**src/rtl/bcpwm_pkg.sv**
```systemverilog
// Shared definitions for the buffered-compare PWM timer.
// Holds the register address map and the control field positions.
package bcpwm_pkg;

    typedef enum logic [1:0] {
        ADDR_CTRL = 2'd0,
        ADDR_OUT  = 2'd1,
        ADDR_PER  = 2'd2,
        ADDR_DUTY = 2'd3
    } reg_addr_e;

    localparam int CTRL_RUN_BIT = 0;
    localparam int CTRL_SEL_LSB = 1;
    localparam int OUT_LVL_BIT  = 0;

endpackage

```
**src/rtl/bcpwm_regs.sv**
```systemverilog
// Register file of the PWM timer.
// Captures bus writes into the run bit, the divider select, the output level
// and the two compare registers.
// Assumes one write per cycle. The divider select and the output level are
// frozen while the run bit is set.
module bcpwm_regs
    import bcpwm_pkg::*;
#(
    parameter int CNT_W = 16,
    parameter int SEL_W = 3
) (
    input  logic             clk,
    input  logic             rst_n,
    input  logic             wr,
    input  logic [1:0]       addr,
    input  logic [CNT_W-1:0] wdata,
    output logic             run,
    output logic [SEL_W-1:0] sel,
    output logic             level,
    output logic [CNT_W-1:0] per_reg,
    output logic [CNT_W-1:0] duty_reg,
    output logic             duty_wr
);

    logic wr_ctrl, wr_out, wr_per;

    // Decode the write target.
    always_comb begin
        wr_ctrl = wr && (reg_addr_e'(addr) == ADDR_CTRL);
        wr_out  = wr && (reg_addr_e'(addr) == ADDR_OUT);
        wr_per  = wr && (reg_addr_e'(addr) == ADDR_PER);
        duty_wr = wr && (reg_addr_e'(addr) == ADDR_DUTY);
    end

    // Control and output registers; mode fields accept writes only while stopped.
    always_ff @(posedge clk) begin
        if (!rst_n) begin
            run   <= 1'b0;
            sel   <= '0;
            level <= 1'b1;
        end else begin
            if (wr_ctrl) begin
                run <= wdata[CTRL_RUN_BIT];
                if (!run) sel <= wdata[CTRL_SEL_LSB +: SEL_W];
            end
            if (wr_out && !run) level <= wdata[OUT_LVL_BIT];
        end
    end

    // Compare registers, writable at any time.
    always_ff @(posedge clk) begin
        if (!rst_n) begin
            per_reg  <= '0;
            duty_reg <= '0;
        end else begin
            if (wr_per)  per_reg  <= wdata;
            if (duty_wr) duty_reg <= wdata;
        end
    end

    // the divider select holds across cycles in which the block keeps running.
    a_r6_sel_hold: assert property (@(posedge clk) disable iff (!rst_n)
        run |=> (!run || $stable(sel)));

    // the output level holds across cycles in which the block keeps running.
    a_r6_level_hold: assert property (@(posedge clk) disable iff (!rst_n)
        run |=> (!run || $stable(level)));

endmodule

```
**src/rtl/bcpwm_prescaler.sv**
```systemverilog
// Clock divider for the PWM timer.
// Produces a one-cycle count tick every 2^sel cycles while running.
// Assumes sel changes only while stopped; the phase restarts at each start.
module bcpwm_prescaler #(
    parameter int SEL_W = 3
) (
    input  logic             clk,
    input  logic             rst_n,
    input  logic             run,
    input  logic [SEL_W-1:0] sel,
    output logic             tick
);

    localparam int DIV_W = (1 << SEL_W) - 1;
    localparam logic [DIV_W-1:0] ONE = 1;

    logic [DIV_W-1:0] pre_cnt;
    logic [DIV_W-1:0] mask;

    // Low-bit mask with sel ones selects the divide ratio.
    for (genvar i = 0; i < DIV_W; i++) begin : g_mask
        assign mask[i] = (int'(sel) > i);
    end

    // Free-running phase counter, cleared while stopped.
    always_ff @(posedge clk) begin
        if (!rst_n || !run) pre_cnt <= '0;
        else                pre_cnt <= pre_cnt + ONE;
    end

    // A tick fires when every masked bit of the phase is one.
    always_comb tick = run && ((pre_cnt & mask) == mask);

endmodule

```
**src/rtl/bcpwm_buffers.sv**
```systemverilog
// Shadow buffers for the period and duty compare values.
// While stopped the buffers follow the registers. While running they reload
// only at a clear, and only when a duty write has armed them. A duty write in
// the clear cycle re-arms the buffers for the next clear.
module bcpwm_buffers #(
    parameter int CNT_W = 16
) (
    input  logic             clk,
    input  logic             rst_n,
    input  logic             run,
    input  logic             clr,
    input  logic             duty_wr,
    input  logic [CNT_W-1:0] per_reg,
    input  logic [CNT_W-1:0] duty_reg,
    output logic [CNT_W-1:0] per_buf,
    output logic [CNT_W-1:0] duty_buf
);

    logic armed;
    logic reload;

    // An armed clear triggers a reload.
    always_comb reload = clr && armed;

    // Buffer contents: track while stopped, reload on an armed clear.
    always_ff @(posedge clk) begin
        if (!rst_n) begin
            per_buf  <= '0;
            duty_buf <= '0;
        end else if (!run || reload) begin
            per_buf  <= per_reg;
            duty_buf <= duty_reg;
        end
    end

    // Arm flag: set by a duty write, cleared by the reload it served.
    always_ff @(posedge clk) begin
        if (!rst_n || !run) armed <= 1'b0;
        else if (duty_wr)   armed <= 1'b1;
        else if (clr)       armed <= 1'b0;
    end

    // buffers stay put while running, except across an armed clear.
    a_r7_buf_hold: assert property (@(posedge clk) disable iff (!rst_n)
        (run && !reload) |=> ($stable(per_buf) && $stable(duty_buf)));

    // after an armed clear the buffers hold what the registers held.
    a_r8_reload_value: assert property (@(posedge clk) disable iff (!rst_n)
        (run && reload) |=> (per_buf == $past(per_reg) && duty_buf == $past(duty_reg)));

endmodule

```
**src/rtl/bcpwm_counter.sv**
```systemverilog
// Period counter and compare logic.
// Counts on each tick from 0 to the buffered period, then clears.
// Flags the clear event, a step onto the duty value, and the active phase.
module bcpwm_counter #(
    parameter int CNT_W = 16
) (
    input  logic             clk,
    input  logic             rst_n,
    input  logic             run,
    input  logic             tick,
    input  logic [CNT_W-1:0] per_buf,
    input  logic [CNT_W-1:0] duty_buf,
    output logic [CNT_W-1:0] cnt,
    output logic             clr,
    output logic             match_evt,
    output logic             active
);

    localparam logic [CNT_W-1:0] ONE = 1;

    logic [CNT_W-1:0] cnt_inc;

    // Events seen by the current tick.
    always_comb begin
        cnt_inc   = cnt + ONE;
        clr       = tick && (cnt == per_buf);
        match_evt = tick && !clr && (cnt_inc == duty_buf);
        active    = run && (cnt < duty_buf);
    end

    // Counter register: hold at zero while stopped, wrap at the period.
    always_ff @(posedge clk) begin
        if (!rst_n || !run) cnt <= '0;
        else if (clr)       cnt <= '0;
        else if (tick)      cnt <= cnt_inc;
    end

    // the counter never passes the buffered period.
    a_r2_cnt_bound: assert property (@(posedge clk) disable iff (!rst_n)
        cnt <= per_buf);

    // a stopped timer keeps its counter at zero.
    a_r1_idle_zero: assert property (@(posedge clk) disable iff (!rst_n)
        !run |=> (cnt == '0));

endmodule

```
**src/rtl/bcpwm_timer.sv**
```systemverilog
// Top of the buffered-compare PWM timer.
// Joins the register file, the divider, the shadow buffers and the counter.
// Drives the PWM pin at the chosen active level, and registers the clear and
// match events into one-cycle pulses.
module bcpwm_timer #(
    parameter int CNT_W = 16,
    parameter int SEL_W = 3
) (
    input  logic             clk,
    input  logic             rst_n,
    input  logic             bus_wr,
    input  logic [1:0]       bus_addr,
    input  logic [CNT_W-1:0] bus_wdata,
    output logic             pwm_o,
    output logic             period_pulse_o,
    output logic             match_pulse_o
);

    logic             run, level, duty_wr, tick, clr, match_evt, active;
    logic [SEL_W-1:0] sel;
    logic [CNT_W-1:0] per_reg, duty_reg, per_buf, duty_buf, cnt;

    bcpwm_regs #(.CNT_W(CNT_W), .SEL_W(SEL_W)) u_regs (
        .clk(clk), .rst_n(rst_n), .wr(bus_wr), .addr(bus_addr), .wdata(bus_wdata),
        .run(run), .sel(sel), .level(level), .per_reg(per_reg),
        .duty_reg(duty_reg), .duty_wr(duty_wr)
    );

    bcpwm_prescaler #(.SEL_W(SEL_W)) u_presc (
        .clk(clk), .rst_n(rst_n), .run(run), .sel(sel), .tick(tick)
    );

    bcpwm_buffers #(.CNT_W(CNT_W)) u_bufs (
        .clk(clk), .rst_n(rst_n), .run(run), .clr(clr), .duty_wr(duty_wr),
        .per_reg(per_reg), .duty_reg(duty_reg), .per_buf(per_buf), .duty_buf(duty_buf)
    );

    bcpwm_counter #(.CNT_W(CNT_W)) u_cnt (
        .clk(clk), .rst_n(rst_n), .run(run), .tick(tick), .per_buf(per_buf),
        .duty_buf(duty_buf), .cnt(cnt), .clr(clr), .match_evt(match_evt), .active(active)
    );

    // Output pin at the selected active level.
    always_comb pwm_o = level ? active : !active;

    // Event pulses registered to one clean cycle each.
    always_ff @(posedge clk) begin
        if (!rst_n) begin
            period_pulse_o <= 1'b0;
            match_pulse_o  <= 1'b0;
        end else begin
            period_pulse_o <= clr;
            match_pulse_o  <= match_evt;
        end
    end

    // a stopped timer shows the inactive level on the pin.
    a_r1_idle_output: assert property (@(posedge clk) disable iff (!rst_n)
        !run |-> (pwm_o == !level));

    // the clear pulse coincides with a zero count.
    a_r2_clear_zero: assert property (@(posedge clk) disable iff (!rst_n)
        period_pulse_o |-> (cnt == '0));

    // a match pulse sits on the duty value and never on a zero duty.
    a_r11_match_value: assert property (@(posedge clk) disable iff (!rst_n)
        match_pulse_o |-> (cnt == duty_buf && duty_buf != '0));

endmodule

```
**config.mk**
```make
export PLATFORM = sky130hd
export DESIGN_NAME = bcpwm_timer
export DESIGN_NICKNAME = d
export VERILOG_FILES = /design/src/rtl/bcpwm_pkg.sv /design/src/rtl/bcpwm_regs.sv /design/src/rtl/bcpwm_prescaler.sv /design/src/rtl/bcpwm_buffers.sv /design/src/rtl/bcpwm_counter.sv /design/src/rtl/bcpwm_timer.sv
export SDC_FILE = /design/constraint.sdc
export NUM_CORES = 1
export LEC_CHECK = 0
export BUFFER_PORTS_ARGS = -buffer_cell sky130_fd_sc_hd__clkbuf_2
export CAP_MARGIN = 15
export CORE_MARGIN = 5
export CORE_UTILIZATION = 55
export CTS_CLUSTER_SIZE = 28
export DETAILED_ROUTE_END_ITERATION = 12
export PLACE_DENSITY_LB_ADDON = 0.12
export SLEW_MARGIN = 25
export SYNTH_ARGS = -nofsm -noshare
export SYNTH_HDL_FRONTEND = slang
export SYNTH_SLANG_ARGS = --single-unit
export TNS_END_PERCENT = 100
```
**constraint.sdc**
```tcl
create_clock -name clk -period 2 [get_ports clk]
set_input_delay 0.5 -clock clk [delete_from_list [all_inputs] [get_ports clk]]
set_output_delay 0.5 -clock clk [all_outputs]
set_load 0.02 [all_outputs]
```
==> flow_metrics.env <==
export IMPL_power_net_switching_mw=1.08
export IMPL_final_period_minus_worst_setup_slack_ns=2.79
export IMPL_signal_arrival_time_at_the_worst_endpoint_ns=2.29
export IMPL_postSynthCellCount=574
export IMPL_power_frac_comb_pct=12.5
export IMPL_power_share_clock_pct=34.9
export IMPL_wire_per_inst_um=20.6
export IMPL_syn_area_per_cell_um2=8.25
export IMPL_post_layout_nonfiller_instances=776
export IMPL_num_antenna_cells=0
export IMPL_initial_utilization_pct=57.1
export IMPL_h_tree_depth=3
export IMPL_global_route_overflow=0
export IMPL_yosys_register_bits=95
export IMPL_share_seq_of_total_power_pct=52.6
export IMPL_io_buffers=23
export IMPL_post_route_period_util_pct=139
export IMPL_timing_clock_skew_ns=0.0124
export IMPL_detailroute_via_count=4744
export IMPL_rsz_0062_raised_after_global_routing="true"
export IMPL_skew_pair_late_insertion_delay_ns=0.38
export IMPL_dr_first_iter_drc_count=334
export IMPL_core_area_um2=8300
export IMPL_leakagePower_nw=2.48
export IMPL_die_w_um=103
export IMPL_nNetsFinal=705
export IMPL_worst_hold_path_type="in -> reg"
export IMPL_run_status="finished with violations"
export IMPL_setup_worst_path_class="reg -> out"
export IMPL_irDropWorstVdd_uv=490
export IMPL_cts_inserted_buffers=9
export IMPL_detail_route_drc_violations=0
export IMPL_totalWireLength_um=16000
export IMPL_cts_sink_count=95
export IMPL_layout_drive_gt1_share_pct=37.1
export IMPL_hpwlAfterDp_um=8680
export IMPL_setup_violations_final=52
export IMPL_ys_dominant_reg_cell="sky130_fd_sc_hd__dfxtp_1"
export IMPL_clk_pin_slew_ns=0.10
export IMPL_first_pass_grt_wire_length_um=24800
export IMPL_switching_share_pct=29.0
export IMPL_number_of_nets_with_antenna_violations_after_routing=0
export IMPL_die_area_um2=10600
export IMPL_syn_num_nets=613
export IMPL_cts_root_to_sink_buffers=2
export IMPL_violations="setup timing"
export IMPL_cts_tree="built"
export IMPL_pre_cts_setup_slack_ns=-0.327
export IMPL_standard_cell_rows=33
export IMPL_first_global_vias=4700
export IMPL_clock_fmax_mhz=358
export IMPL_critical_path_required_ns=1.50
export IMPL_ys_async_sr_fraction_pct=0
export IMPL_ys_types=47
export IMPL_areaGrowthSynthToFinish_pct=41.7
export IMPL_yosysSeqAreaShare_pct=40.1
export IMPL_power_density_over_the_cells_nw_per_um2=557
export IMPL_number_of_antenna_violations_at_the_first_check_in_global_routing=0
export IMPL_synth_cell_area_um2=4740
export IMPL_largest_net_degree_at_the_start_of_global_routing=55
export IMPL_die_height_um=103
export IMPL_cts_root_buffer="sky130_fd_sc_hd__clkbuf_8"
export IMPL_gpl_final_weighted_congestion=0.909
export IMPL_firstDrtPassIters=5
export IMPL_max_slew_worst_pin_slew_ns=0.705
export IMPL_timing_critical_path_to_type="primary output"
export IMPL_crit_path_start_kind="flop"
export IMPL_design_portCount=24
export IMPL_final_hold_worst_slack_ns=0.343
export IMPL_via_per_inst=6.11
export IMPL_warnings_from_yosys=0
export IMPL_synth_edf_count=0
export IMPL_timing_final_ws_setup_ns=-0.790
export IMPL_max_cap_violations=0
export IMPL_dp_cells=729
export IMPL_crit_fanout=2
export IMPL_intPower_mw=2.65
export IMPL_worst_slew_margin_pct=53.0
export IMPL_finalMaxSlewViolations=0
export IMPL_overall_routing_resource_usage_pct=30.5
export IMPL_finalHoldViolCount=0
[final timing paths]
path                                                       from                              end  slack [ns]  depth (start not counted)
worst max-delay path            u_bufs.duty_buf[8]$_SDFFE_PN0P_                            pwm_o       -0.79                          9
worst min-delay path                              bus_wdata[12]  u_regs.per_reg[12]$_SDFFE_PN0P_        0.34                          3
worst max register to register        u_cnt.cnt[9]$_SDFFE_PP0P_  u_bufs.per_buf[13]$_SDFFE_PN0P_       -0.54                         11
worst min register to register  u_regs.per_reg[12]$_SDFFE_PN0P_  u_regs.per_reg[12]$_SDFFE_PN0P_        0.49                          2
[metal layers]
| metal | track usage (%) | wire length [um] | part of all wire [%] | vias up |
|---|---|---|---|---|
| li1 | - | - | - | 2139 |
| met2 | 49.4 | 7880 | 49 | 217 |
| met1 | 39.4 | 6390 | 40 | 2335 |
| met3 | 7.10 | 1070 | 6.7 | 53 |
| met5 | 0 | 0 | 0 | - |
| met4 | 12.5 | 615 | 3.9 | 0 |
[power by group through the flow]
stage                     logic (mW)  clock network, mW  registers, mW
after global routing           0.492               1.38           1.97
after global placement         0.293                  0           2.00
final                          0.466               1.31           1.96
after CTS                      0.418               1.29           1.96
after floorplan                0.188                  0           1.99
after detailed placement       0.298                  0           2.00
[layout make-up]
cell class | instances | area (um2)
multi-input combinational | 418 | 3220
sequential | 95 | 1920
fill | 466 | 1590
timing repair buffer | 121 | 1160
clock buffer | 10 | 138
tap | 105 | 131
inverter | 21 | 78.8
clock inverter | 6 | 57.6
[worst max-delay path: stages, from the launching register on]
cell and delay (ns):
sky130_fd_sc_hd__dfxtp_1 0.36, sky130_fd_sc_hd__inv_1 0.07, sky130_fd_sc_hd__ha_1 0.19, sky130_fd_sc_hd__a21o_1 0.18, sky130_fd_sc_hd__a211oi_2 0.23, sky130_fd_sc_hd__o21ai_1 0.13
sky130_fd_sc_hd__o2111ai_2 0.13, sky130_fd_sc_hd__o211ai_1 0.23, sky130_fd_sc_hd__xor2_2 0.21, sky130_fd_sc_hd__clkbuf_8 0.18
[timing repair]
item | CTS | global route
endpoints found under the setup margin | 51 | 52
gates cloned | 11 | 0
setup buffers | 23 | 12
resized for setup | 78 | 87
pin swaps | 27 | 18
hold buffers | 0 | 0
[per-stage QoR]
stage	instance area, um2	utilization (%)	TNS, ns	power [mW]
5_1_grt	6710	80.9	-27.66	3.84
3_3_place_gp	5470	65.9	-5.21	2.29
3_5_place_dp	5470	65.9	-6.03	2.30
6_report	6710	80.9	-24.68	3.74
4_1_cts	6420	77.3	-24.25	3.66
2_1_floorplan	4930	-	-1.17	2.18
[placed cells by master (no fill, tap or decap), drive strengths merged, types with 2 or more instances in the layout]
cell / netlist / layout
nor2: 38 / 38
xor2: 29 / 29
a21oi: 41 / 41
o21ai: 25 / 25
o211ai: 2 / 2
and3: 6 / 6
a21o: 2 / 2
a21boi: 2 / 2
a211oi: 2 / 2
nor3: 13 / 13
nor2b: 3 / 3
nand3: 49 / 49
nand3b: 2 / 2
nand4: 7 / 7
or2: 3 / 3
mux2i: 5 / 5
inv: 20 / 24
clkbuf: 21 / 33
buf: 19 / 98
o2111ai: 3 / 3
dfxtp: 95 / 95
o31ai: 15 / 15
nor4b: 2 / 2
clkinv: 1 / 3
ha: 18 / 18
nand2: 97 / 97
nor3b: 3 / 3
xnor2: 29 / 29
and4: 2 / 2
nor4: 8 / 8
[cells in the mapped netlist, types with 3 or more instances]
| library cell | number | area share [%] |
|---|---|---|
| sky130_fd_sc_hd__dfxtp_1 | 95 | 40 |
| sky130_fd_sc_hd__buf_6 | 9 | 2.1 |
| sky130_fd_sc_hd__o21ai_0 | 12 | 1.3 |
| sky130_fd_sc_hd__mux2i_1 | 5 | 1.1 |
| sky130_fd_sc_hd__a21oi_1 | 41 | 4.3 |
| sky130_fd_sc_hd__nand4_1 | 6 | 0.79 |
| sky130_fd_sc_hd__buf_2 | 9 | 0.95 |
| sky130_fd_sc_hd__nor4_2 | 4 | 1.1 |
| sky130_fd_sc_hd__inv_1 | 20 | 1.6 |
| sky130_fd_sc_hd__nor3b_1 | 3 | 0.48 |
| sky130_fd_sc_hd__xnor2_1 | 29 | 5.4 |
| sky130_fd_sc_hd__o2111ai_1 | 3 | 0.55 |
| sky130_fd_sc_hd__nor2_1 | 38 | 3.0 |
| sky130_fd_sc_hd__o31ai_1 | 15 | 2.4 |
| sky130_fd_sc_hd__nand3_1 | 49 | 5.2 |
| sky130_fd_sc_hd__ha_1 | 18 | 4.8 |
| sky130_fd_sc_hd__nor4_1 | 4 | 0.53 |
| sky130_fd_sc_hd__o21ai_1 | 13 | 1.4 |
| sky130_fd_sc_hd__or2_2 | 3 | 0.40 |
| sky130_fd_sc_hd__xor2_1 | 29 | 5.4 |
| sky130_fd_sc_hd__nand2_1 | 97 | 7.7 |
| sky130_fd_sc_hd__nor3_1 | 13 | 1.4 |
| sky130_fd_sc_hd__clkbuf_1 | 21 | 1.7 |
| sky130_fd_sc_hd__and3_1 | 6 | 0.79 |
| sky130_fd_sc_hd__nor2b_1 | 3 | 0.40 |
[kinds of logic (layout without fill, tap and decap cells)]
family	count (synthesis)	count (layout)	share of synthesized area [%]
buffers and inverters	61	158	6.50
AOI/OAI and AO/OA	100	100	13.2
muxes	5	5	1.06
and+or+nand+nor	237	237	23.6
xor gates and xnor gates	58	58	10.7
adders and majority gates	18	18	4.75
DFF	95	95	40.1
(Power assumes the default switching activity.)
